[src/rtl/priv_gate_pkg.sv]
package priv_gate_pkg;

  localparam int CLASS_W = 4;
  localparam int CPL_W   = 2;

  // access-class codes seen on the request port
  localparam logic [CLASS_W-1:0] AC_COMPUTE   = 4'd0;
  localparam logic [CLASS_W-1:0] AC_MODEL_RD  = 4'd1;
  localparam logic [CLASS_W-1:0] AC_MODEL_WR  = 4'd2;
  localparam logic [CLASS_W-1:0] AC_CTRL      = 4'd3;
  localparam logic [CLASS_W-1:0] AC_DEBUG     = 4'd4;
  localparam logic [CLASS_W-1:0] AC_DESC_TBL  = 4'd5;
  localparam logic [CLASS_W-1:0] AC_TASK      = 4'd6;
  localparam logic [CLASS_W-1:0] AC_CNT_RD    = 4'd7;
  localparam logic [CLASS_W-1:0] AC_STATUS_ST = 4'd8;
  localparam logic [CLASS_W-1:0] AC_LAST_DEF  = AC_STATUS_ST;

  // how a class is judged
  typedef enum logic [2:0] {
    RULE_OPEN,     // allowed everywhere
    RULE_KERNEL,   // allowed only at level 0
    RULE_COUNTER,  // level 0, or counter enable set
    RULE_STATUS,   // level 0, or prevention bit clear (or absent)
    RULE_BAD       // undefined code, always faults
  } gateRule_t;

  // strobes from control to datapath
  typedef struct packed {
    logic capture;  // a verdict is to be registered
    logic grant;    // verdict is allow (else fault)
  } gateStrobes_t;

endpackage

[src/rtl/priv_gate_ctrl.sv]
module priv_gate_ctrl
  import priv_gate_pkg::*;
#(
  parameter bit HAS_PREVENT = 1'b1
) (
  input  logic               reqValid,
  input  logic [CLASS_W-1:0] accessClass,
  input  logic [CPL_W-1:0]   cpl,
  input  logic               preventBit,
  input  logic               cntEnable,
  output gateStrobes_t       strobes
);

  gateRule_t rule;
  logic      isRing0;
  logic      statusOpen;
  logic      grantNow;

  // class code to rule kind
  always_comb begin
    unique case (accessClass)
      AC_COMPUTE:   rule = RULE_OPEN;
      AC_MODEL_RD,
      AC_MODEL_WR,
      AC_CTRL,
      AC_DEBUG,
      AC_DESC_TBL,
      AC_TASK:      rule = RULE_KERNEL;
      AC_CNT_RD:    rule = RULE_COUNTER;
      AC_STATUS_ST: rule = RULE_STATUS;
      default:      rule = RULE_BAD;
    endcase
  end

  assign isRing0 = (cpl == '0);

  // flavour without a prevention bit keeps the status store open
  generate
    if (HAS_PREVENT) begin : g_prevent
      assign statusOpen = ~preventBit;
    end else begin : g_noPrevent
      logic unusedPrevent;
      assign unusedPrevent = preventBit;
      assign statusOpen    = 1'b1;
    end
  endgenerate

  always_comb begin
    unique case (rule)
      RULE_OPEN:    grantNow = 1'b1;
      RULE_KERNEL:  grantNow = isRing0;
      RULE_COUNTER: grantNow = isRing0 | cntEnable;
      RULE_STATUS:  grantNow = isRing0 | statusOpen;
      default:      grantNow = 1'b0;
    endcase
  end

  assign strobes.capture = reqValid;
  assign strobes.grant   = grantNow;

endmodule

[src/rtl/priv_gate_dp.sv]
module priv_gate_dp
  import priv_gate_pkg::*;
(
  input  logic         clk,
  input  logic         rstN,
  input  gateStrobes_t strobes,
  output logic         resValid,
  output logic         resAllow,
  output logic         resFault
);

  always_ff @(posedge clk) begin
    if (!rstN) begin
      resValid <= 1'b0;
      resAllow <= 1'b0;
      resFault <= 1'b0;
    end else begin
      resValid <= strobes.capture;
      resAllow <= strobes.capture &  strobes.grant;
      resFault <= strobes.capture & ~strobes.grant;
    end
  end

endmodule

[src/rtl/priv_access_gate.sv]
module priv_access_gate
  import priv_gate_pkg::*;
#(
  parameter bit HAS_PREVENT = 1'b1
) (
  input  logic               clk,
  input  logic               rstN,
  input  logic               reqValid,
  input  logic [CLASS_W-1:0] accessClass,
  input  logic [CPL_W-1:0]   cpl,
  input  logic               preventBit,
  input  logic               cntEnable,
  output logic               resValid,
  output logic               resAllow,
  output logic               resFault
);

  gateStrobes_t strobes;

  priv_gate_ctrl #(.HAS_PREVENT(HAS_PREVENT)) u_ctrl (
    .reqValid    (reqValid),
    .accessClass (accessClass),
    .cpl         (cpl),
    .preventBit  (preventBit),
    .cntEnable   (cntEnable),
    .strobes     (strobes)
  );

  priv_gate_dp u_dp (
    .clk      (clk),
    .rstN     (rstN),
    .strobes  (strobes),
    .resValid (resValid),
    .resAllow (resAllow),
    .resFault (resFault)
  );

endmodule

[config.mk]
export PLATFORM = sky130hd
export DESIGN_NAME = priv_access_gate
export DESIGN_NICKNAME = d
export VERILOG_FILES = /design/src/rtl/priv_gate_pkg.sv /design/src/rtl/priv_gate_ctrl.sv /design/src/rtl/priv_gate_dp.sv /design/src/rtl/priv_access_gate.sv
export SDC_FILE = /design/constraint.sdc
export NUM_CORES = 1
export LEC_CHECK = 0
export BUFFER_PORTS_ARGS = -buffer_cell sky130_fd_sc_hd__clkbuf_2
export CORE_AREA = 5 5 42 44
export CTS_CLUSTER_SIZE = 20
export DETAILED_ROUTE_END_ITERATION = 8
export DIE_AREA = 0 0 47 49
export GPL_TIMING_DRIVEN = 1
export PLACE_DENSITY = 0.33
export SKIP_LAST_GASP = 1
export SYNTH_ARGS = -nofsm -noshare
export SYNTH_HDL_FRONTEND = slang
export SYNTH_HIERARCHICAL = 1
export SYNTH_SLANG_ARGS = --single-unit
[constraint.sdc]
create_clock -name clk -period 1.1 [get_ports clk]
set_input_delay 0.22 -clock clk [delete_from_list [all_inputs] [get_ports clk]]
set_output_delay 0.22 -clock clk [all_outputs]
set_load 0.05 [all_outputs]
==> impl_metrics.ini, run 1 <==
[global_route]
grt_pass1_wl_um = 676
grt_max_degree = 4
grt_antenna_before_repair = 0
grt-ovfl-total = 0
gr-usage-all-layers_pct = 4.43
grt_pass1_vias = 192

[sta]
report.final.setup_viol = 0
setup_ws_ns = 0.0874
finalHoldViolations = 0
slew_headroom_pct = 81.5
rsz0062_at_grt = false
finalCriticalPeriod_ns = 1.01
tightest_slew_ns = 0.279
fmax_mhz = 988
finalCritPeriodShare_pct = 92.1
final_max_slew_viol_count = 0

[floorplanning]
rows = 14
coreArea_mm2 = 0.00140
pin_count = 14
start_util_pct = 9.64
die_h_um = 49
die_area_mm2 = 0.00230
die_x_um = 47

[critical_path]
cp-start-kind = flop
crit_path_max_incr_delay_ns = 0.30
worstPathRequired_ns = 0.88
worstSetupPathType = reg -> out
crit_arrival_ns = 0.79
worst_path_max_delay_cell = dfxtp_1
critPathCaptureType = output pin
cp_cell_sequence = clkbuf_2
cp_top_family = flip-flops
critPathMaxFanout = 1
timing.critical_path.buf_inv = 1

[route]
drt_pass1_iterations = 4
wl_um = 392
vias = 161
wl_per_cell_um = 8.71
viasPerCell = 3.58
drtIter0Drc = 2
ant_nets = 0
remaining_drc_errors = 0

[power]
power_density_mw_per_mm2 = 1570
leakagePower_nw = 0.119
peakVddDrop_mv = 0.188

[synth]
netlist_area_um2 = 135
syn_area_per_cell_um2 = 9.65
synth_area_leaders = dfxtp_1, buf_4, nor3_2, o21ai_0, a2bb2oi_1
yosysTopAreaCell = dfxtp_1
synth_seq_cells = 3
synth_mux_area_share_pct = 0
syn_inst = 14
synth_top_family_by_area = simple AND/OR/NAND/NOR gates
synth_compound_area_share_pct = 13.9
netlist.area_leader.share_pct = 44.4
yosys.cell_types.count = 10
synthSimpleGateAreaFrac_pct = 30.6
synthesis.nets = 25
seq_area_frac_synth_pct = 44.4
yosys.area_share.adder_pct = 0
ys_warn_count = 6
synth_xor_area_share_pct = 0

[final_layout]
design_area_um2 = 231
seq_area_um2 = 60.1
multi_input_area_um2 = 60.1
num_antenna_cells = 0
fillers = 170
final_common_cell = clkbuf_2
fin_cells = 45
nets = 41
final_cell_mix = clkbuf_2, clkbuf_4, dfxtp_1
syn_to_final_growth_pct = 71.3
drive_gt1_share_pct = 58.6

[place]
routabilityCongestion = 0.661
place_ws_ns = -0.00467
dpl.hpwl_um = 356
dp_cells = 41
dpl_cell_area_um2 = 205
numPortBuffers = 13

[hold_path]
hp-class = in -> reg

[cts]
cts_buffer_depth = 2
root_buffer = clkbuf_4
clock_sink_count = 3
cts.htree.levels = 1
cts_tree = built
post_cts_resized = 0
cts_buffers = 3
path_clk_slew_ns = 0.04
post_cts_buffers = 0
ctsHoldBuffers = 0

[outcome]
status = complete, no violations

[run]
maxCapViolations = 0
==> cells by family (layout without fill, tap and decap cells) <==
family | after synthesis | after routing
AO/OA/AOI/OAI | 3 | 3
buffers and inverters | 2 | 17
flip-flops | 3 | 3
AND/OR/NAND/NOR | 6 | 6
==> metrics by stage <==
stage                     setup TNS [ns]  hold WS [ns]  utilization [%]  power, mW
final                                  0         0.233             16.5      0.364
after global placement                 0         0.442             14.6      0.173
after global routing                   0         0.255             16.5      0.391
after floorplan                        0         0.347                -      0.154
after CTS                              0         0.221             16.5      0.378
after detailed placement        -0.00467         0.465             14.6      0.176
==> cell type report <==
type                    count  share of cell area [%]
flip-flops and latches      3                    25.9
clock buffers               4                    11.4
multi-input cells           9                    25.9
repair buffers             13                    28.1
well taps                  16                    8.65
==> worst paths after layout <==
path	from	endpoint	slack (ns)	cells past startpoint
setup / recovery	u_dp/resAllow	resAllow	0.09	1
hold / removal	reqValid	u_dp/resValid	0.23	2
==> routing by layer <==
layer | vias up | GRT usage [%] | wire (um)
li1 | 79 | - | -
met1 | 68 | 2.62 | 126
met2 | 14 | 7.01 | 169
met3 | 0 | 4.06 | 96
met4 | 0 | 4.15 | 0
met5 | - | 0 | 0
==> cells in the mapped netlist (all sizes together) <==
| cell type | instances |
|---|---|
| a2bb2oi | 1 |
| and2 | 1 |
| and3 | 1 |
| and3b | 1 |
| buf | 2 |
| dfxtp | 3 |
| nand2 | 1 |
| nand4 | 1 |
| nor3 | 1 |
| o21ai | 2 |
==> power breakdown <==
part / leakage [nW] / switching [mW] / internal, mW
combinational: 0.0790 / 0.0338 / 0.0236
sequential: 0.0248 / 0.00116 / 0.115
clock: 0.0150 / 0.0547 / 0.136
total: 0.119 / 0.0896 / 0.274
==> registers in the layout, indices dropped and copies added (netlist names) <==
register and flops:
u_dp/resFault 1, u_dp/resValid 1, u_dp/resAllow 1
Note: power is estimated with default switching activity, not from simulation.
==> inputs of run 2 (changes only) <==
Settings changed: MAX_ROUTING_LAYER set to met4.
==> impl_metrics.ini, run 2 (synthesis gave the netlist of run 1 again) <==
[sta]
fin_setup_tns_ns = 0
finalCritPeriodShare_pct = 92.1
report.final.setup_viol = 0
finalHoldViolations = 0
rsz0062_at_grt = false
fmax_mhz = 988
finalCriticalPeriod_ns = 1.01
final_max_slew_viol_count = 0
tightest_slew_ns = 0.279
slew_headroom_pct = 81.5

[floorplanning]
pin_count = 14
coreArea_mm2 = 0.00140
die_area_mm2 = 0.00230
die_h_um = 49
rows = 14
start_util_pct = 9.64
die_x_um = 47

[cts]
post_cts_resized = 0
cts_tree = built
clock_sink_count = 3
root_buffer = clkbuf_4
path_clk_slew_ns = 0.04
ctsHoldBuffers = 0
post_cts_buffers = 0
cts.htree.levels = 1
cts_buffer_depth = 2
cts_buffers = 3

[route]
drt_pass1_iterations = 4
drtIter0Drc = 2
vias = 161
viasPerCell = 3.58
wl_per_cell_um = 8.71
ant_nets = 0
wl_um = 392
remaining_drc_errors = 0

[global_route]
gr-usage-all-layers_pct = 4.54
grt_max_degree = 4
grt_pass1_vias = 192
grt_antenna_before_repair = 0
grt_pass1_wl_um = 676
grt-ovfl-total = 0

[final_layout]
final_cell_mix = clkbuf_2, clkbuf_4, dfxtp_1
fillers = 170
top_regs = u_dp/resAllow: 1 flops, u_dp/resFault: 1 flops, u_dp/resValid: 1 flops
final_common_cell = clkbuf_2
drive_gt1_share_pct = 58.6
num_antenna_cells = 0
design_area_um2 = 231
syn_to_final_growth_pct = 71.3
nets = 41

[power]
power_density_mw_per_mm2 = 1570
clkPwrFrac_pct = 52.4
leakagePower_nw = 0.119
p_comb_share_pct = 15.8
power_frac_seq_pct = 31.8
p_sw_uw = 89.6
peakVddDrop_mv = 0.188
switching_share_pct = 24.6
intPower_uw = 274

[critical_path]
timing.critical_path.buf_inv = 1
crit_path_max_incr_delay_ns = 0.30
cp_cell_sequence = clkbuf_2
worstPathRequired_ns = 0.88
cp_top_family = flip-flops
cp-start-kind = flop
critPathCaptureType = output pin
critPathMaxFanout = 1
worst_path_max_delay_cell = dfxtp_1
worstSetupPathType = reg -> out
crit_arrival_ns = 0.79

[hold_path]
hp-class = in -> reg

[place]
dpl_cell_area_um2 = 205
routabilityCongestion = 0.667
dpl.hpwl_um = 356
numPortBuffers = 13

[outcome]
status = complete, no violations

[run]
maxCapViolations = 0
[run 2: cell counts in the layout (fill, tap and decap cells not counted)]
Identical to the previous run, type by type.
[run 2: path summary, 6_finish.rpt]
check,endpoint,slack [ns],cells past startpoint,startpoint
setup / recovery,resAllow,0.09,1,u_dp/resAllow
hold / removal,u_dp/resValid,0.23,2,reqValid
[run 2: power groups by stage]
stage / Clock (mW) / Sequential [mW] / Combinational, mW
after floorplan: 0 / 0.136 / 0.0174
after global placement: 0 / 0.118 / 0.0554
after detailed placement: 0 / 0.118 / 0.0579
after CTS: 0.204 / 0.116 / 0.0579
after global routing: 0.212 / 0.116 / 0.0629
final: 0.190 / 0.116 / 0.0574
[run 2: metrics by stage]
step	utilization, %	cells	total power [mW]	setup WS (ns)	hold slack (ns)
2_1_floorplan	-	14	0.154	0.129	0.347
5_1_grt	16.5	45	0.391	0.0503	0.255
3_3_place_gp	14.6	41	0.173	0.0328	0.442
6_report	16.5	45	0.364	0.0874	0.233
4_1_cts	16.5	45	0.378	0.0670	0.221
3_5_place_dp	14.6	41	0.176	-0.00467	0.465
[run 2: cell type report]
class                   instances  area, um^2  area share (%)
flip-flops and latches          3        60.1            25.9
clock buffers                   4        26.3            11.4
well taps                      16        20.0            8.65
repair buffers                 13        65.1            28.1
multi-input cells               9        60.1            25.9
[run 2: routing by layer]
| metal | vias up | GRT usage, % | wire, um | part of all wire (%) |
|---|---|---|---|---|
| met5 | - | - | 0 | 0 |
| met4 | 0 | 4.15 | 0 | 0 |
| met3 | 0 | 3.69 | 90 | 23 |
| met2 | 14 | 7.01 | 169 | 43 |
| met1 | 68 | 2.84 | 132 | 34 |
| li1 | 79 | - | - | - |
